[src/rtl/pwm_pkg.sv]
package pwm_pkg;

   typedef enum logic {
      EDGE_SINGLE = 1'b0,
      EDGE_DOUBLE = 1'b1
   } edge_mode_e;

   localparam int RUN_BIT = 0;

   // control word lives just above the compare bank
   function automatic int ctrl_addr(input int n_out);
      return n_out + 1;
   endfunction

   function automatic int addr_width(input int n_out);
      return $clog2(n_out + 2);
   endfunction

endpackage

[src/rtl/pwm_timebase.sv]
module pwm_timebase #(
   parameter int CNT_W = 16
) (
   input  logic             clk,
   input  logic             rst_n,
   input  logic             run,
   input  logic [CNT_W-1:0] limit,
   output logic [CNT_W-1:0] cnt,
   output logic             wrap,
   output logic             start
);

   assign wrap  = run && (cnt == limit);
   assign start = (cnt == '0);

   always_ff @(posedge clk) begin
      if (!rst_n)
         cnt <= '0;
      else if (!run || wrap)
         cnt <= '0;
      else
         cnt <= cnt + 1'b1;
   end


   cnt_bound_chk: assert property (@(posedge clk) disable iff (!rst_n)
      run |-> (cnt <= limit));


   cnt_idle_chk: assert property (@(posedge clk) disable iff (!rst_n)
      !run |=> (cnt == '0));

endmodule

[src/rtl/pwm_regs.sv]
module pwm_regs
   import pwm_pkg::*;
#(
   parameter int CNT_W  = 16,
   parameter int N_OUT  = 6,
   parameter int ADDR_W = addr_width(N_OUT)
) (
   input  logic                          clk,
   input  logic                          rst_n,
   input  logic                          wr_en,
   input  logic [ADDR_W-1:0]             wr_addr,
   input  logic [CNT_W-1:0]              wr_data,
   input  logic                          wrap,
   output logic                          run,
   output logic [N_OUT-1:0]              dbl,
   output logic [N_OUT-1:0]              oe,
   output logic [N_OUT:0][CNT_W-1:0]     act
);

   localparam int N_CMP = N_OUT + 1;
   localparam int CTRL  = ctrl_addr(N_OUT);

   logic [N_OUT:0][CNT_W-1:0] shadow;
   logic                      load;

   assign load = !run || wrap;

   for (genvar k = 0; k < N_CMP; k++) begin : g_cmp
      always_ff @(posedge clk) begin
         if (!rst_n) begin
            shadow[k] <= '0;
            act[k]    <= '0;
         end else begin
            if (load)
               act[k] <= shadow[k];
            if (wr_en && wr_addr == ADDR_W'(k))
               shadow[k] <= wr_data;
         end
      end
   end

   always_ff @(posedge clk) begin
      if (!rst_n) begin
         run <= 1'b0;
         dbl <= '0;
         oe  <= '0;
      end else if (wr_en && wr_addr == ADDR_W'(CTRL)) begin
         run <= wr_data[RUN_BIT];
         dbl <= wr_data[N_OUT:1];
         oe  <= wr_data[2*N_OUT:N_OUT+1];
      end
   end


   act_hold_chk: assert property (@(posedge clk) disable iff (!rst_n)
      (run && !wrap) |=> $stable(act));

endmodule

[src/rtl/pwm_chan.sv]
module pwm_chan
   import pwm_pkg::*;
#(
   parameter int CNT_W = 16
) (
   input  logic             clk,
   input  logic             rst_n,
   input  logic             run,
   input  edge_mode_e       mode,
   input  logic             oe,
   input  logic [CNT_W-1:0] cnt,
   input  logic [CNT_W-1:0] clr_val,
   input  logic             set_hit,
   output logic             pin
);

   logic held_q;
   logic clr_hit;
   logic level;

   assign clr_hit = (cnt == clr_val);

   always_comb begin
      if (mode == EDGE_DOUBLE) begin
         if (clr_hit)      level = 1'b0;
         else if (set_hit) level = 1'b1;
         else              level = held_q;
      end else begin
         level = (cnt < clr_val);
      end
   end

   always_ff @(posedge clk) begin
      if (!rst_n)
         held_q <= 1'b0;
      else
         held_q <= run ? level : 1'b0;
   end

   assign pin = run && oe && level;


   off_low_chk: assert property (@(posedge clk) disable iff (!rst_n)
      !run |-> !pin);


   clr_wins_chk: assert property (@(posedge clk) disable iff (!rst_n)
      (mode == EDGE_DOUBLE && cnt == clr_val) |-> !pin);


   zero_low_chk: assert property (@(posedge clk) disable iff (!rst_n)
      (mode == EDGE_SINGLE && clr_val == '0) |-> !pin);


   start_high_chk: assert property (@(posedge clk) disable iff (!rst_n)
      (run && oe && mode == EDGE_SINGLE && cnt == '0 && clr_val != '0) |-> pin);


   gate_low_chk: assert property (@(posedge clk) disable iff (!rst_n)
      !oe |-> !pin);

endmodule

[src/rtl/pwm_dual_edge.sv]
module pwm_dual_edge
   import pwm_pkg::*;
#(
   parameter int CNT_W  = 16,
   parameter int N_OUT  = 6,
   parameter int ADDR_W = addr_width(N_OUT)
) (
   input  logic              clk,
   input  logic              rst_n,
   input  logic              wr_en,
   input  logic [ADDR_W-1:0] wr_addr,
   input  logic [CNT_W-1:0]  wr_data,
   output logic [N_OUT-1:0]  pwm_o,
   output logic [CNT_W-1:0]  count_o
);

   if (N_OUT < 1) begin : g_bad_nout
      $error("pwm_dual_edge: N_OUT must be at least 1");
   end
   if (CNT_W < 2*N_OUT + 1) begin : g_bad_width
      $error("pwm_dual_edge: CNT_W too narrow for the control word");
   end
   if (ADDR_W < addr_width(N_OUT)) begin : g_bad_addr
      $error("pwm_dual_edge: ADDR_W cannot reach the control word");
   end

   logic                      run;
   logic [N_OUT-1:0]          dbl;
   logic [N_OUT-1:0]          oe;
   logic [N_OUT:0][CNT_W-1:0] act;
   logic [CNT_W-1:0]          cnt;
   logic                      wrap;
   logic                      start;

   pwm_regs #(.CNT_W(CNT_W), .N_OUT(N_OUT), .ADDR_W(ADDR_W)) u_regs (
      .clk     (clk),
      .rst_n   (rst_n),
      .wr_en   (wr_en),
      .wr_addr (wr_addr),
      .wr_data (wr_data),
      .wrap    (wrap),
      .run     (run),
      .dbl     (dbl),
      .oe      (oe),
      .act     (act)
   );

   pwm_timebase #(.CNT_W(CNT_W)) u_tb (
      .clk   (clk),
      .rst_n (rst_n),
      .run   (run),
      .limit (act[0]),
      .cnt   (cnt),
      .wrap  (wrap),
      .start (start)
   );

   for (genvar n = 1; n <= N_OUT; n++) begin : g_out
      logic set_hit;
      if (n == 1) begin : g_first
         // output 1 rises on the restart itself
         assign set_hit = start;
      end else begin : g_rest
         assign set_hit = (cnt == act[n-1]);
      end

      pwm_chan #(.CNT_W(CNT_W)) u_chan (
         .clk     (clk),
         .rst_n   (rst_n),
         .run     (run),
         .mode    (edge_mode_e'(dbl[n-1])),
         .oe      (oe[n-1]),
         .cnt     (cnt),
         .clr_val (act[n]),
         .set_hit (set_hit),
         .pin     (pwm_o[n-1])
      );
   end

   assign count_o = cnt;

endmodule

[config.mk]
export PLATFORM = sky130hd
export DESIGN_NAME = pwm_dual_edge
export DESIGN_NICKNAME = d
export VERILOG_FILES = /design/src/rtl/pwm_pkg.sv /design/src/rtl/pwm_timebase.sv /design/src/rtl/pwm_regs.sv /design/src/rtl/pwm_chan.sv /design/src/rtl/pwm_dual_edge.sv
export SDC_FILE = /design/constraint.sdc
export NUM_CORES = 1
export LEC_CHECK = 0
export ABC_AREA = 1
export CAP_MARGIN = 20
export CELL_PAD_IN_SITES_DETAIL_PLACEMENT = 1
export CELL_PAD_IN_SITES_GLOBAL_PLACEMENT = 1
export CORE_MARGIN = 1.5
export CORE_UTILIZATION = 41
export CTS_CLUSTER_SIZE = 20
export DETAILED_ROUTE_END_ITERATION = 12
export PLACE_DENSITY = 0.79
export SLEW_MARGIN = 10
export SYNTH_ARGS = -nofsm -noshare
export SYNTH_HDL_FRONTEND = slang
export SYNTH_SLANG_ARGS = --single-unit
[constraint.sdc]
create_clock -name clk -period 1.5 [get_ports clk]
set_input_delay 0.15 -clock clk [delete_from_list [all_inputs] [get_ports clk]]
set_output_delay 0.15 -clock clk [all_outputs]
set_load 0.1 [all_outputs]
==> impl_results.md <==
* Global-route wire length before repair at between 90 and 100 mm
* Failing checks: setup timing
* Final Setup Violations at a little over 200
* Most used cell along the critical path: nand2_1
* Largest net degree at the start of global routing at 70
* Post-DR wirelength/cell at approximately 33 um
* Hold slack at 0.3707 ns
* Yosys cell types at 24
* Slowest CP cell: dfxtp_1
* Syn_area_per_cell at 6.976 sq um
* Port bufs at 43
* Max Transition Viols Final at 0
* Die ar. at 32740 sq um
* Reg clk slew, reported paths at 0.07 ns
* Minimum clock period at 2.915 ns
* Core area at 30910 sq um
* Most frequent cells in the layout: nor2_1 (362), dfxtp_1 (240), nand2_1 (192)
* ANT nets after route at 0
* Synth Net Count at 1981
* Iter 0 DRT Violations at 1985
* Buf/Inv on CP at 3
* Total gr overflow at 0
* FMAX at approximately 340 MHz
* Yosys reg bits at 259
* DR vias at 16.53k
* YS warnings at 0
* Final WL at about 84 mm
* Max-slew headroom at 48.32%
* Worst Setup Slack, final at -1.415 ns
* TritonCTS clock tree: built
* Clock skew at 0.02255 ns
* Top delay family on crit path: simple AND/OR/NAND/NOR gates
* Final Hold Viols at 0
* WS Path Type: reg2out
* Mapped cell area at 12980 sq um
* Initial antenna violation count at 4
* Synth area leaders: dfxtp_1 (40%), nor2_1 (13%), ha_1 (9.4%)
* Power Density at 1083 nW/um^2
* Status: finished with violations
* IO Pins at 44
* Mapped Cells at 1861
* Worst path max stage delay at 0.35 ns
* RSZ-0062 raised after global routing: true
* GPL Wtd Cong at 0.8437
* DRC at 0
* DP Wirelength at 31.77 mm
* Hold Path Class: in2reg
* Initial Util at 42.00%
* Share of layout cells above drive strength 1 at 39.91%
* Rows at between 60 and 70
* Synth top area share at around 40%
* Clock Path Buffers at 3
* CTS buffer count at 29
* Area after DPL at 15640 sq um
* Clock root cell: clkbuf_16
* CP max FO at 2
* Die Wd at 180.9 um
* Worst Tran Pin Value at 0.7751 ns
* DRT Pass-1 Iters at 6
* Worst setup EP type: output pin
* Vias per cell at 6.501
* VDD IR max at 1.116 mV
* GRT Util Overall at 38.42%
* Data required, critical path at 1.35 ns
* Most common cell after layout, fill and taps aside: nor2_1
* Crit path launch type: flop
* Cell accounting for the most synthesized area: dfxtp_1
* Layout area overhead at 61.23%
* Sequential area share after synthesis at about 40%
* Critical-path cell list: inv_1 > ha_1 > nand2_1 > inv_1 > nor2_1 > o21a_1 > nand2_1 > nand2_1 > nand2_1 > a21oi_4 > buf_12
* LEAKAGE at around 8.6 nW
* Nets at 2243
* MaxCap Viol Count at 0
* Post-route cell area at roughly 21000 sq um
* Worst skew pair latency at 0.60 ns
* Vias in the first global route at approximately 16k
* CP arrival at 2.76 ns
* Die Height at 180.9 um
* Tcrit/Tclk final at 194.3%
* Htree depth at 1
* CTS Sinks at about 260
-- per-stage QoR --
stage,worst slack [ns],setup TNS [ns],util [%],power (mW),instances
6_report,-1.415,-130.96,67.72,22.66,2543
5_1_grt,-1.448,-129.35,67.70,22.92,2541
4_1_cts,-1.162,-89.56,61.08,20.67,2506
3_5_place_dp,-0.6895,-76.15,50.58,10.44,2395
3_3_place_gp,-0.6887,-65.48,50.58,10.33,2395
2_1_floorplan,-0.3415,-26.97,-,9.258,1861
-- final cells by class --
| type | instances | area (sq um) |
|---|---|---|
| clock inverters | 15 | 188.9 |
| diodes | 2 | 5.005 |
| clock buffers | 38 | 830.8 |
| repair buffers | 343 | 4118 |
| multi-input cells | 1299 | 9325 |
| flip-flops and latches | 259 | 5251 |
| inverters | 191 | 716.9 |
| well taps | 396 | 495.5 |
| fillers | 3444 | 9978 |
-- routing by layer --
metal	wire length (um)	global-route usage [%]	vias up
met5	36	0	-
li1	-	-	6489
met3	8586	7.015	716
met4	9908	26.27	6
met1	28130	42.75	7926
met2	37360	66.78	1395
-- what timing repair did --
| item | in CTS | in global routing |
|---|---|---|
| resized for setup | 289 | 405 |
| buffers inserted | 32 | 51 |
| endpoints found under the setup margin | 150 | 152 |
| pin swaps | 88 | 157 |
| cloned | 26 | 0 |
| hold buffers | 1 | 0 |
| endpoints found under the hold margin | 12 | 0 |
-- cells in the mapped netlist (all sizes together) --
cell,instances
a21oi,162
nor3,6
xor2,5
nand3,135
nand4,15
nor2,437
o21a,7
o21bai,15
ha,98
dfxtp,259
a21o,1
inv,190
clkinv,1
buf,49
nand2,281
o21ai,134
a31oi,2
nor4,1
clkbuf,63
-- power breakdown --
group,switching [mW],internal [mW]
Combinational,4.12,3.13
Sequential,0.200,7.08
Clock,3.54,4.59
-- worst reg2reg max path: stages (launching register included) --
cell and delay, ns:
dfxtp_4 0.41, buf_6 0.14, buf_6 0.11, buf_6 0.12
buf_8 0.12, buf_6 0.13, nand2_4 0.07, nand2_4 0.05
nor2_4 0.10, nand2_2 0.08, nor2_4 0.11, nand2_4 0.09
buf_12 0.16, buf_16 0.17, buf_16 0.16, nand3_2 0.05
nand2_1 0.09, nor2_1 0.48
-- worst paths after layout --
check,startpoint,end,slack [ns],depth (start not counted)
setup reg to reg,u_tb.cnt[11],u_regs.act[91],-1.31,17
hold reg to reg,u_regs.shadow[4],u_regs.act[4],0.49,2
hold / removal,wr_data[14],u_regs.shadow[62],0.37,4
setup / recovery,u_regs.act[71],pwm_o[3],-1.41,11
-- logic make-up after synthesis --
family                   count (synthesis)  share of synthesized area, %
AO/OA/AOI/OAI                          321                         12.84
buffers and inverters                  303                         10.48
XOR/XNOR                                 5                        0.3373
flip-flops                             259                         39.94
adder cells (fa/ha/maj)                 98                         9.445
AND/OR/NAND/NOR                        875                         26.97
-- state kept, by name, indices dropped and copies added (netlist names) --
register,flops
u_tb.cnt,16
g_out.u_chan.held_q,6
u_regs.act,112
u_regs.run,1
u_regs.oe,6
u_regs.shadow,112
u_regs.dbl,6
Power figures use the tool's default switching activity.
